File: config.mk
export PLATFORM = sky130hd
export DESIGN_NAME = stat_irq_ctrl
export DESIGN_NICKNAME = d
export VERILOG_FILES = /design/src/rtl/stat_irq_pkg.sv /design/src/rtl/stat_irq_bank.sv /design/src/rtl/stat_irq_pin.sv /design/src/rtl/stat_irq_ctrl.sv
export SDC_FILE = /design/constraint.sdc
export NUM_CORES = 1
export LEC_CHECK = 0
export ABC_CLOCK_PERIOD_IN_PS = 3950
export BUFFER_PORTS_ARGS = -buffer_cell sky130_fd_sc_hd__buf_2
export CORE_ASPECT_RATIO = 0.6
export CORE_MARGIN = 4
export CORE_UTILIZATION = 35
export DETAILED_ROUTE_END_ITERATION = 10
export GPL_TIMING_DRIVEN = 0
export PLACE_DENSITY = 0.62
export SKIP_CTS_REPAIR_TIMING = 1
export SKIP_LAST_GASP = 1
export SYNTH_ARGS = -nofsm -noshare
export SYNTH_HDL_FRONTEND = slang
export SYNTH_SLANG_ARGS = --single-unit
File: constraint.sdc
create_clock -name clk_i -period 3.95 [get_ports clk_i]
set_clock_uncertainty 0.1 [all_clocks]
set_input_delay 0.1975 -clock clk_i [delete_from_list [all_inputs] [get_ports clk_i]]
set_output_delay 0.1975 -clock clk_i [all_outputs]
set_load 0.03 [all_outputs]
File: src/rtl/stat_irq_pkg.sv
package stat_irq_pkg;

    typedef enum logic [1:0] {
        PIN_LEVEL_LOW  = 2'b00,
        PIN_LEVEL_HIGH = 2'b01,
        PIN_EDGE_FALL  = 2'b10,
        PIN_EDGE_RISE  = 2'b11
    } pin_mode_e;

    typedef struct packed {
        logic pend;
        logic pulse;
    } pin_state_t;

endpackage

File: src/rtl/stat_irq_bank.sv
module stat_irq_bank #(
    parameter int WIDTH    = 24,
    parameter int ICMD_BIT = 0
) (
    input  logic             clk_i,
    input  logic             rst_ni,
    input  logic [WIDTH-1:0] evt_i,
    input  logic             wr_stat_i,
    input  logic             wr_mask_i,
    input  logic [WIDTH-1:0] wr_data_i,
    output logic [WIDTH-1:0] stat_o,
    output logic [WIDTH-1:0] mask_o,
    output logic             pend_o
);
    localparam logic [WIDTH-1:0] ONE      = {{(WIDTH-1){1'b0}}, 1'b1};
    localparam logic [WIDTH-1:0] LOW_BITS = ONE << ICMD_BIT;

    typedef struct packed {
        logic [WIDTH-1:0] flag;
        logic [WIDTH-1:0] mask;
    } bank_t;

    bank_t bank_d, bank_q;
    logic [WIDTH-1:0] clr_w;

    assign clr_w = wr_stat_i ? wr_data_i : '0;

    // per-bit flag: set beats clear within the same cycle
    for (genvar i = 0; i < WIDTH; i++) begin : g_flag
        always_comb begin
            bank_d.flag[i] = evt_i[i] | (bank_q.flag[i] & ~clr_w[i]);
        end
    end

    always_comb begin
        bank_d.mask = wr_mask_i ? wr_data_i : bank_q.mask;
    end

    always_ff @(posedge clk_i or negedge rst_ni) begin
        if (!rst_ni) begin
            bank_q <= '0;
        end else begin
            bank_q <= bank_d;
        end
    end

    assign stat_o = bank_q.flag ^ LOW_BITS;
    assign mask_o = bank_q.mask;
    assign pend_o = |(bank_q.flag & bank_q.mask);

endmodule

File: src/rtl/stat_irq_pin.sv
module stat_irq_pin
    import stat_irq_pkg::*;
(
    input  logic       clk_i,
    input  logic       rst_ni,
    input  logic       pend_i,
    input  logic [1:0] mode_i,
    input  logic       od_en_i,
    output logic       irq_o,
    output logic       irq_oe_o
);
    pin_state_t pin_d, pin_q;
    logic       level_w;

    always_comb begin
        pin_d.pend  = pend_i;
        pin_d.pulse = pend_i & ~pin_q.pend;
    end

    always_ff @(posedge clk_i or negedge rst_ni) begin
        if (!rst_ni) begin
            pin_q <= '0;
        end else begin
            pin_q <= pin_d;
        end
    end

    always_comb begin
        unique case (pin_mode_e'(mode_i))
            PIN_LEVEL_LOW:  level_w = ~pin_q.pend;
            PIN_LEVEL_HIGH: level_w = pin_q.pend;
            PIN_EDGE_FALL:  level_w = ~pin_q.pulse;
            PIN_EDGE_RISE:  level_w = pin_q.pulse;
            default:        level_w = 1'b1;
        endcase
        if (od_en_i) begin
            irq_o    = 1'b0;
            irq_oe_o = ~level_w;
        end else begin
            irq_o    = level_w;
            irq_oe_o = 1'b1;
        end
    end

endmodule

File: src/rtl/stat_irq_ctrl.sv
module stat_irq_ctrl #(
    parameter int WIDTH    = 24,
    parameter int ICMD_BIT = 0
) (
    input  logic             clk_i,
    input  logic             rst_ni,
    input  logic [WIDTH-1:0] evt_set_i,
    input  logic             wr_stat_i,
    input  logic             wr_mask_i,
    input  logic [WIDTH-1:0] wr_data_i,
    input  logic [1:0]       pin_mode_i,
    input  logic             od_en_i,
    output logic [WIDTH-1:0] stat_o,
    output logic [WIDTH-1:0] mask_o,
    output logic             irq_o,
    output logic             irq_oe_o
);
    logic pend_w;

    stat_irq_bank #(
        .WIDTH    (WIDTH),
        .ICMD_BIT (ICMD_BIT)
    ) u_bank (
        .clk_i     (clk_i),
        .rst_ni    (rst_ni),
        .evt_i     (evt_set_i),
        .wr_stat_i (wr_stat_i),
        .wr_mask_i (wr_mask_i),
        .wr_data_i (wr_data_i),
        .stat_o    (stat_o),
        .mask_o    (mask_o),
        .pend_o    (pend_w)
    );

    stat_irq_pin u_pin (
        .clk_i    (clk_i),
        .rst_ni   (rst_ni),
        .pend_i   (pend_w),
        .mode_i   (pin_mode_i),
        .od_en_i  (od_en_i),
        .irq_o    (irq_o),
        .irq_oe_o (irq_oe_o)
    );

endmodule

==> results of run 1 <==
## worst reg2reg max path: cells and delay by family (launching register included)
family / cells / cell delay, ns
DFF: 1 / 0.41
and+or+nand+nor: 3 / 0.81
AOI/OAI and AO/OA: 1 / 0.21
## cell usage in the layout (no fill, tap or decap), drive strengths merged
cell / instances
nor2b: 2
dlygate4sd3: 24
buf: 152
clkinv: 2
nand4: 2
clkbuf: 8
nand2: 27
a22oi: 12
xor2: 1
inv: 1
mux2i: 1
bufinv: 1
or4: 1
dfrtp: 50
a21o: 24
mux2: 24
## flip-flops by register name, indices dropped and copies added, names as in the netlist
| register | count |
|---|---|
| u_bank.bank_q | 1 |
| u_pin.pin_q | 2 |
| u_bank.stat_o | 23 |
| u_bank.mask_o | 24 |
## report_power, final
part	internal, mW	total [mW]	switching [mW]
Combinational	0.154	0.321	0.167
Clock	0.187	0.354	0.167
Sequential	0.553	0.587	0.0341
## metal layers
| layer | global-route usage [%] | vias to the layer above | part of all wire [%] |
|---|---|---|---|
| met1 | 20.1 | 856 | 50 |
| li1 | - | 896 | - |
| met5 | 0 | - | 0 |
| met3 | 3.97 | 4 | 7.5 |
| met4 | 2.40 | 0 | 0.52 |
| met2 | 19.8 | 65 | 42 |
## layout make-up
| cell class | count | share of cell area, % |
|---|---|---|
| clock buffer | 5 | 2.08 |
| tap | 84 | 3.18 |
| clock inverter | 3 | 1.21 |
| sequential | 50 | 37.8 |
| timing repair buffer | 127 | 22.8 |
| buffer | 52 | 11.3 |
| multi-input combinational | 94 | 21.5 |
| inverter | 1 | 0.113 |
## how the worst min path moves through the flow
stage,startpoint,to,cells after the start
6_report,rst_ni,u_bank.stat_o[7]$_DFF_PN0_,1
2_1_floorplan,rst_ni,u_bank.bank_q[24]$_DFF_PN0_,0
4_1_cts,evt_set_i[8],u_bank.stat_o[8]$_DFF_PN0_,2
3_5_place_dp,evt_set_i[19],u_bank.stat_o[19]$_DFF_PN0_,2
3_3_place_gp,evt_set_i[5],u_bank.stat_o[5]$_DFF_PN0_,2
5_1_grt,wr_data_i[7],u_bank.mask_o[7]$_DFFE_PN0P_,2
## per-stage QoR
| step | cells | area (sq um) |
|---|---|---|
| 2_1_floorplan | 197 | 2340 |
| 6_report | 416 | 3310 |
| 5_1_grt | 416 | 3310 |
| 4_1_cts | 392 | 3070 |
| 3_5_place_dp | 384 | 2960 |
| 3_3_place_gp | 384 | 2960 |
## kinds of logic after synthesis
group / Yosys count
and+or+nand+nor: 32
DFF: 50
xor gates and xnor gates: 1
buffers and inverters: 53
AOI/OAI and AO/OA: 36
muxes: 25
==> results.md, run 1 <==
* Areal power density over the cells at 381 nW/um^2
* Maximum buffer depth of the clock tree at 2
* Mux cell area share after synthesis at 12.0%
* IO Port Bufs at 103
* Warnings, synthesis at 0
* Main combinational cell family by area after synthesis: buffers and inverters
* Maximum capacitance violations at 0
* Filler cells at 565
* Final Cycle Share at 44.1%
* Number of max-slew violations in the final report at 0
* PnR Total Power at 1.26 mW
* Gate family responsible for the most delay along the worst path: flip-flops
* Final hold violations at 2
* Fraction of layout instances using a drive strength above 1 at 56.6%
* Number of rows created at floorplan at 22
* Detailed router's first-iteration violation count at 51
* Number of top-level pins at 105
* RR Endpoint: u_pin.pin_q[0]$_DFF_PN0_
* GRT Resource Usage Total at 13.5%
* Number of cells on the critical path at 4
* Total via count after detailed routing at 1821
* WL final at 5.55 mm
* Simple-gate share of the synthesized area at 6.20%
* Worst-case hold slack at -0.00146 ns
* Sequential fraction of the synthesis area at 53.5%
* Cell with the biggest individual delay on the critical path: sky130_fd_sc_hd__dfrtp_1
* Pin count of the biggest net entering global routing at 51
* CP endpoint: irq_o
* Depth of the CTS H-tree at 2
* Launch point of the worst path: u_pin.pin_q[1]$_DFF_PN0_
* Height of the die at 71.3 um
* Setup repair after global routing missed its margin: no
* Number of buffers and inverters on the critical path at 1
* Smallest setup slack after layout at 2.21 ns
* Area Growth Syn to Fin at 41.4%
* Drt pass-1 iters at 4
* Setup crit start kind: register
* Final setup violation count at 0
* DRC violations left at 0
* Synth Flop Type: sky130_fd_sc_hd__dfrtp_1
* Post-detailed-route count of antenna-violating nets at 0
* Adder-cell area share of the yosys netlist at 0%
* Combined area of the multi-input logic cells at 711 sq um
* Sum of negative setup slack at 0 ns
* Fin util at 52.5%
* Post-Synthesis Net Count at 252
* # diodes at 0
* Cell with the most instances after synthesis: sky130_fd_sc_hd__dfrtp_1
* Critical Path, Cell by Cell: mux2i_1 > xor2_1 > nor2b_1 > buf_2
* Post-synthesis register bit count at 50
* CP required at 3.65 ns
* CTS sink count at 50
* Initial antenna violation count at 0
* Post-synthesis cell area at 2340 sq um
* IR Drop Worst-Case VDD at 0.000165 V
* Most area-hungry cell type in the Yosys netlist: sky130_fd_sc_hd__dfrtp_1
* Minimum clock period after layout at 1.74 ns
* Number of standard cells after synthesis at 197
* Standby leakage power at 1.64 nW
* Data arrival time of the critical path at 1.44 ns
* Root Driver: sky130_fd_sc_hd__clkbuf_8
* Longest individual stage delay on the worst path at 0.42 ns
* Number of synthesized flops with an enable pin at 0
* Synthesized area divided by synthesized cell count at 11.9 sq um
* Vias in the first global route at 1749
* Tightest Hold Check Type: primary input to async pin
* Transition time at the pin with the least slew margin at 1.10 ns
* Total Nets Final at 386
* Max Clk Rate at 0.574 GHz
* Register clock-pin slew on the reported worst setup and hold paths at 0.10 ns
* Length in cells of the worst reg-to-reg path at 4
* Launch point of the worst reg-to-reg path: u_bank.stat_o[10]$_DFF_PN0_
* Post-synthesis async set-or-reset flop share at 100%
* Average routed wire per standard cell at 13.4 um
* Worst-Skew Late Latency at 0.30 ns
* Result of the run: complete, but fails checks
* Global-route congestion overflow total at 0
* Wire length of the first global-routing pass at 8.72 mm
* Violations in the final reports: hold timing
* Setup Crit Path Kind: register to output port
* Area used by sequential logic in the layout at 1250 sq um
* Post-synthesis compound-gate area fraction at 11.8%
* Ranking of synthesized cells by area: sky130_fd_sc_hd__dfrtp_1 53%, sky130_fd_sc_hd__buf_4 15%, sky130_fd_sc_hd__mux2_2 12%, sky130_fd_sc_hd__a21o_1 7.4%, sky130_fd_sc_hd__nand2_1 4.3%
* Floorplan Core Area at 6300 sq um
* Post-detailed-route via-to-cell ratio at 4.38
* Capturing element type of the critical path: output port
* DIE AREA at 8100 sq um
* Initial Util at 37.1%
* Share of the synthesized netlist area taken by xor and xnor gates at 0.374%
* Number of distinct standard cells referenced by the synthesized netlist at 17
* Gp weighted congestion at 0.740
* Number of buffers created by CTS at 5
* Top cells by count, synth: 50 x sky130_fd_sc_hd__dfrtp_1, 47 x sky130_fd_sc_hd__buf_4, 27 x sky130_fd_sc_hd__nand2_1
* Die outline width at 114 um
* DPL Wire Length at 4.23 mm
* Headroom to the max-slew limit at 26.6%
* Crit path max fanout at 2
* Post-place setup slack at 2.30 ns
* Clock tree from TritonCTS: yes
* Fraction of synthesized cell area taken by the top area cell type at 53.5%
* Minimum setup slack among reg-to-reg paths at 2.32 ns
Note: power is estimated with default switching activity, not from simulation.
==> run 2: changes to the inputs <==
Settings changed: ABC_CLOCK_PERIOD_IN_PS 3950 to 1400, PLACE_DENSITY 0.62 to 0.65.
Clock period 3.95 ns to 1.4 ns, I/O delays scaled along.
==> run 2 against run 1 <==
The run ends with hold timing, setup timing left. Via count up 6.8%. Global-route usage down 0.27 points. Clock power up 140%. Die area unchanged. Register-to-register slack worse by 2.6 ns. Non-clock buffer count up 31. Critical path depth unchanged. Power rose to 2.8 times the previous value. Sequential power rose to 2.8 times the previous value. Routed wire length up 13%. Cell count up 7.5%. Critical endpoint is now u_pin.pin_q[0]$_DFF_PN0_. Largest cell class is now buffers. Largest power group unchanged.
==> results.md, run 2 (synthesis gave the netlist of run 1 again) <==
* Headroom to the max-slew limit at 26.9%
* Minimum setup slack among reg-to-reg paths at -0.23 ns
* Result of the run: complete, but fails checks
* CP required at 1.50 ns
* Final Cycle Share at 117%
* Register share of total power at 47.6%
* Setup Crit Path Kind: register to register
* Top Metal Used: met4
* Most common library cell in the layout ignoring fill and taps: sky130_fd_sc_hd__buf_2
* Clock tree from TritonCTS: yes
* Number of buffers created by CTS at 5
* Setup crit start kind: register
* Number of max-slew violations in the final report at 0
* Maximum capacitance violations at 0
* DPL Wire Length at 4.34 mm
* Gp weighted congestion at 0.735
* Root Driver: sky130_fd_sc_hd__clkbuf_8
* Average routed wire per standard cell at 14.0 um
* Worst-case hold slack at -0.127 ns
* Capturing element type of the critical path: register
* Post-detailed-route via-to-cell ratio at 4.35
* Wire length on met1 at 2.91 mm
* Final hold violations at 50
* Smallest setup slack after layout at -0.234 ns
* Final setup violation count at 5
* Net switching power of the design at 1.08 mW
* Post-place setup slack at -0.266 ns
* Floorplan Core Area at 6300 sq um
* Pin count of the biggest net entering global routing at 51
* Fraction of layout instances using a drive strength above 1 at 53.7%
* DRC violations left at 0
* DIE AREA at 8100 sq um
* Non-filler instance count after layout at 447
* Launch point of the worst reg-to-reg path: u_bank.stat_o[10]$_DFF_PN0_
* Wire length of the first global-routing pass at 8.53 mm
* Most frequent cells in the layout: 103 x sky130_fd_sc_hd__buf_2, 52 x sky130_fd_sc_hd__dlygate4sd3_1, 51 x sky130_fd_sc_hd__buf_4
* Setup repair after global routing missed its margin: yes
* Register clock-pin slew on the reported worst setup and hold paths at 0.10 ns
* Post-detailed-route count of antenna-violating nets at 0
* Vias in the first global route at 1693
* WL met3 at 424 um
* Worst-Skew Late Latency at 0.30 ns
* Routed length on met2 at 2.90 mm
* GRT Resource Usage Total at 13.3%
* Transition time at the pin with the least slew margin at 1.10 ns
* Area after DPL at 2960 sq um
* Number of rows created at floorplan at 22
* Initial Util at 37.1%
* Minimum clock period after layout at 1.63 ns
* Maximum buffer depth of the clock tree at 2
* Cell Int Power at 2.41 mW
* Depth of the CTS H-tree at 2
* Die outline width at 114 um
* Violations in the final reports: hold timing, setup timing
* Length in cells of the worst reg-to-reg path at 4
* PnR Total Power at 3.49 mW
* Number of flip-flops under the largest register name at 24
* Drt pass-1 iters at 4
* Number of top-level pins at 105
* Placed instance count at 384
* Initial antenna violation count at 0
* Sum of negative setup slack at -0.691 ns
* Part of the power in combinational logic at 28.6%
* Standby leakage power at 1.75 nW
* Data arrival time of the critical path at 1.73 ns
* Total via count after detailed routing at 1944
* Cell area after layout at 3620 sq um
* Global-route congestion overflow total at 0
* Sw frac at 30.9%
* Area Growth Syn to Fin at 54.7%
* WL final at 6.27 mm
* IR Drop Worst-Case VDD at 0.000645 V
* # diodes at 0
* Height of the die at 71.3 um
* IO Port Bufs at 103
* Crit path max fanout at 3
* Part of the total power dissipated in the clock network at 23.8%
* Max Clk Rate at 0.612 GHz
* Detailed router's first-iteration violation count at 27
* Areal power density over the cells at 965 nW/um^2
* Tightest Hold Check Type: primary input to async pin
* CTS sink count at 50
* RR Endpoint: u_pin.pin_q[0]$_DFF_PN0_
* Total Nets Final at 417
==> run 2: cell count changes in the layout (fill, tap and decap cells not counted), sizes merged <==
cell / previous run / this run
buf: 152 / 155
bufinv: 1 / 0
dlygate4sd3: 24 / 52
clkinvlp: 0 / 1
==> run 2: how the worst max path moves through the flow <==
stage | startpoint | endpoint | slack (ns)
detailed placement | u_bank.stat_o[12]$_DFF_PN0_ | u_pin.pin_q[0]$_DFF_PN0_ | -0.27
finish | u_bank.stat_o[10]$_DFF_PN0_ | u_pin.pin_q[0]$_DFF_PN0_ | -0.23
global route | u_bank.stat_o[12]$_DFF_PN0_ | u_pin.pin_q[0]$_DFF_PN0_ | -0.29
floorplan | u_bank.mask_o[6]$_DFFE_PN0P_ | u_pin.pin_q[0]$_DFF_PN0_ | -0.07
CTS | u_bank.stat_o[12]$_DFF_PN0_ | u_pin.pin_q[0]$_DFF_PN0_ | -0.28
global placement | u_bank.stat_o[12]$_DFF_PN0_ | u_pin.pin_q[0]$_DFF_PN0_ | -0.25
==> run 2: cell type report <==
| class | count | area, sq um |
|---|---|---|
| Multi-Input combinational cell | 94 | 728 |
| Clock buffer | 5 | 68.8 |
| Timing Repair Buffer | 158 | 1070 |
| Tap cell | 84 | 105 |
| Fill cell | 522 | 2680 |
| Sequential cell | 50 | 1250 |
| Buffer | 52 | 374 |
| Inverter | 1 | 3.75 |
| Clock inverter | 3 | 21.3 |
==> run 2: metrics by stage <==
stage	util, %	hold WS, ns
2_1_floorplan	-	-0.326
3_3_place_gp	47.0	0.149
3_5_place_dp	47.0	0.151
4_1_cts	48.4	-0.161
5_1_grt	57.4	-0.0184
6_report	57.4	-0.127
==> run 2: worst max-delay path: stages, from the launching register on <==
cell and delay, ns:
sky130_fd_sc_hd__dfrtp_1 0.42, sky130_fd_sc_hd__a22oi_2 0.20, sky130_fd_sc_hd__nand4_1 0.17, sky130_fd_sc_hd__or4_4 0.51, sky130_fd_sc_hd__nor2b_4 0.13
==> run 2: layer usage <==
| layer | up-vias | global-route usage (%) |
|---|---|---|
| met3 | 4 | 3.80 |
| met1 | 918 | 20.2 |
| met2 | 67 | 19.0 |
| met4 | 0 | 2.00 |
| met5 | - | 0 |
| li1 | 955 | - |
==> run 2: power by group through the flow <==
stage | logic [mW] | registers [mW] | clock network (mW)
after floorplan | 0.604 | 1.65 | 0
after global placement | 0.860 | 1.68 | 0
after detailed placement | 0.871 | 1.69 | 0
after CTS | 0.872 | 1.66 | 0.853
after global routing | 1.07 | 1.68 | 0.910
final | 0.997 | 1.66 | 0.832
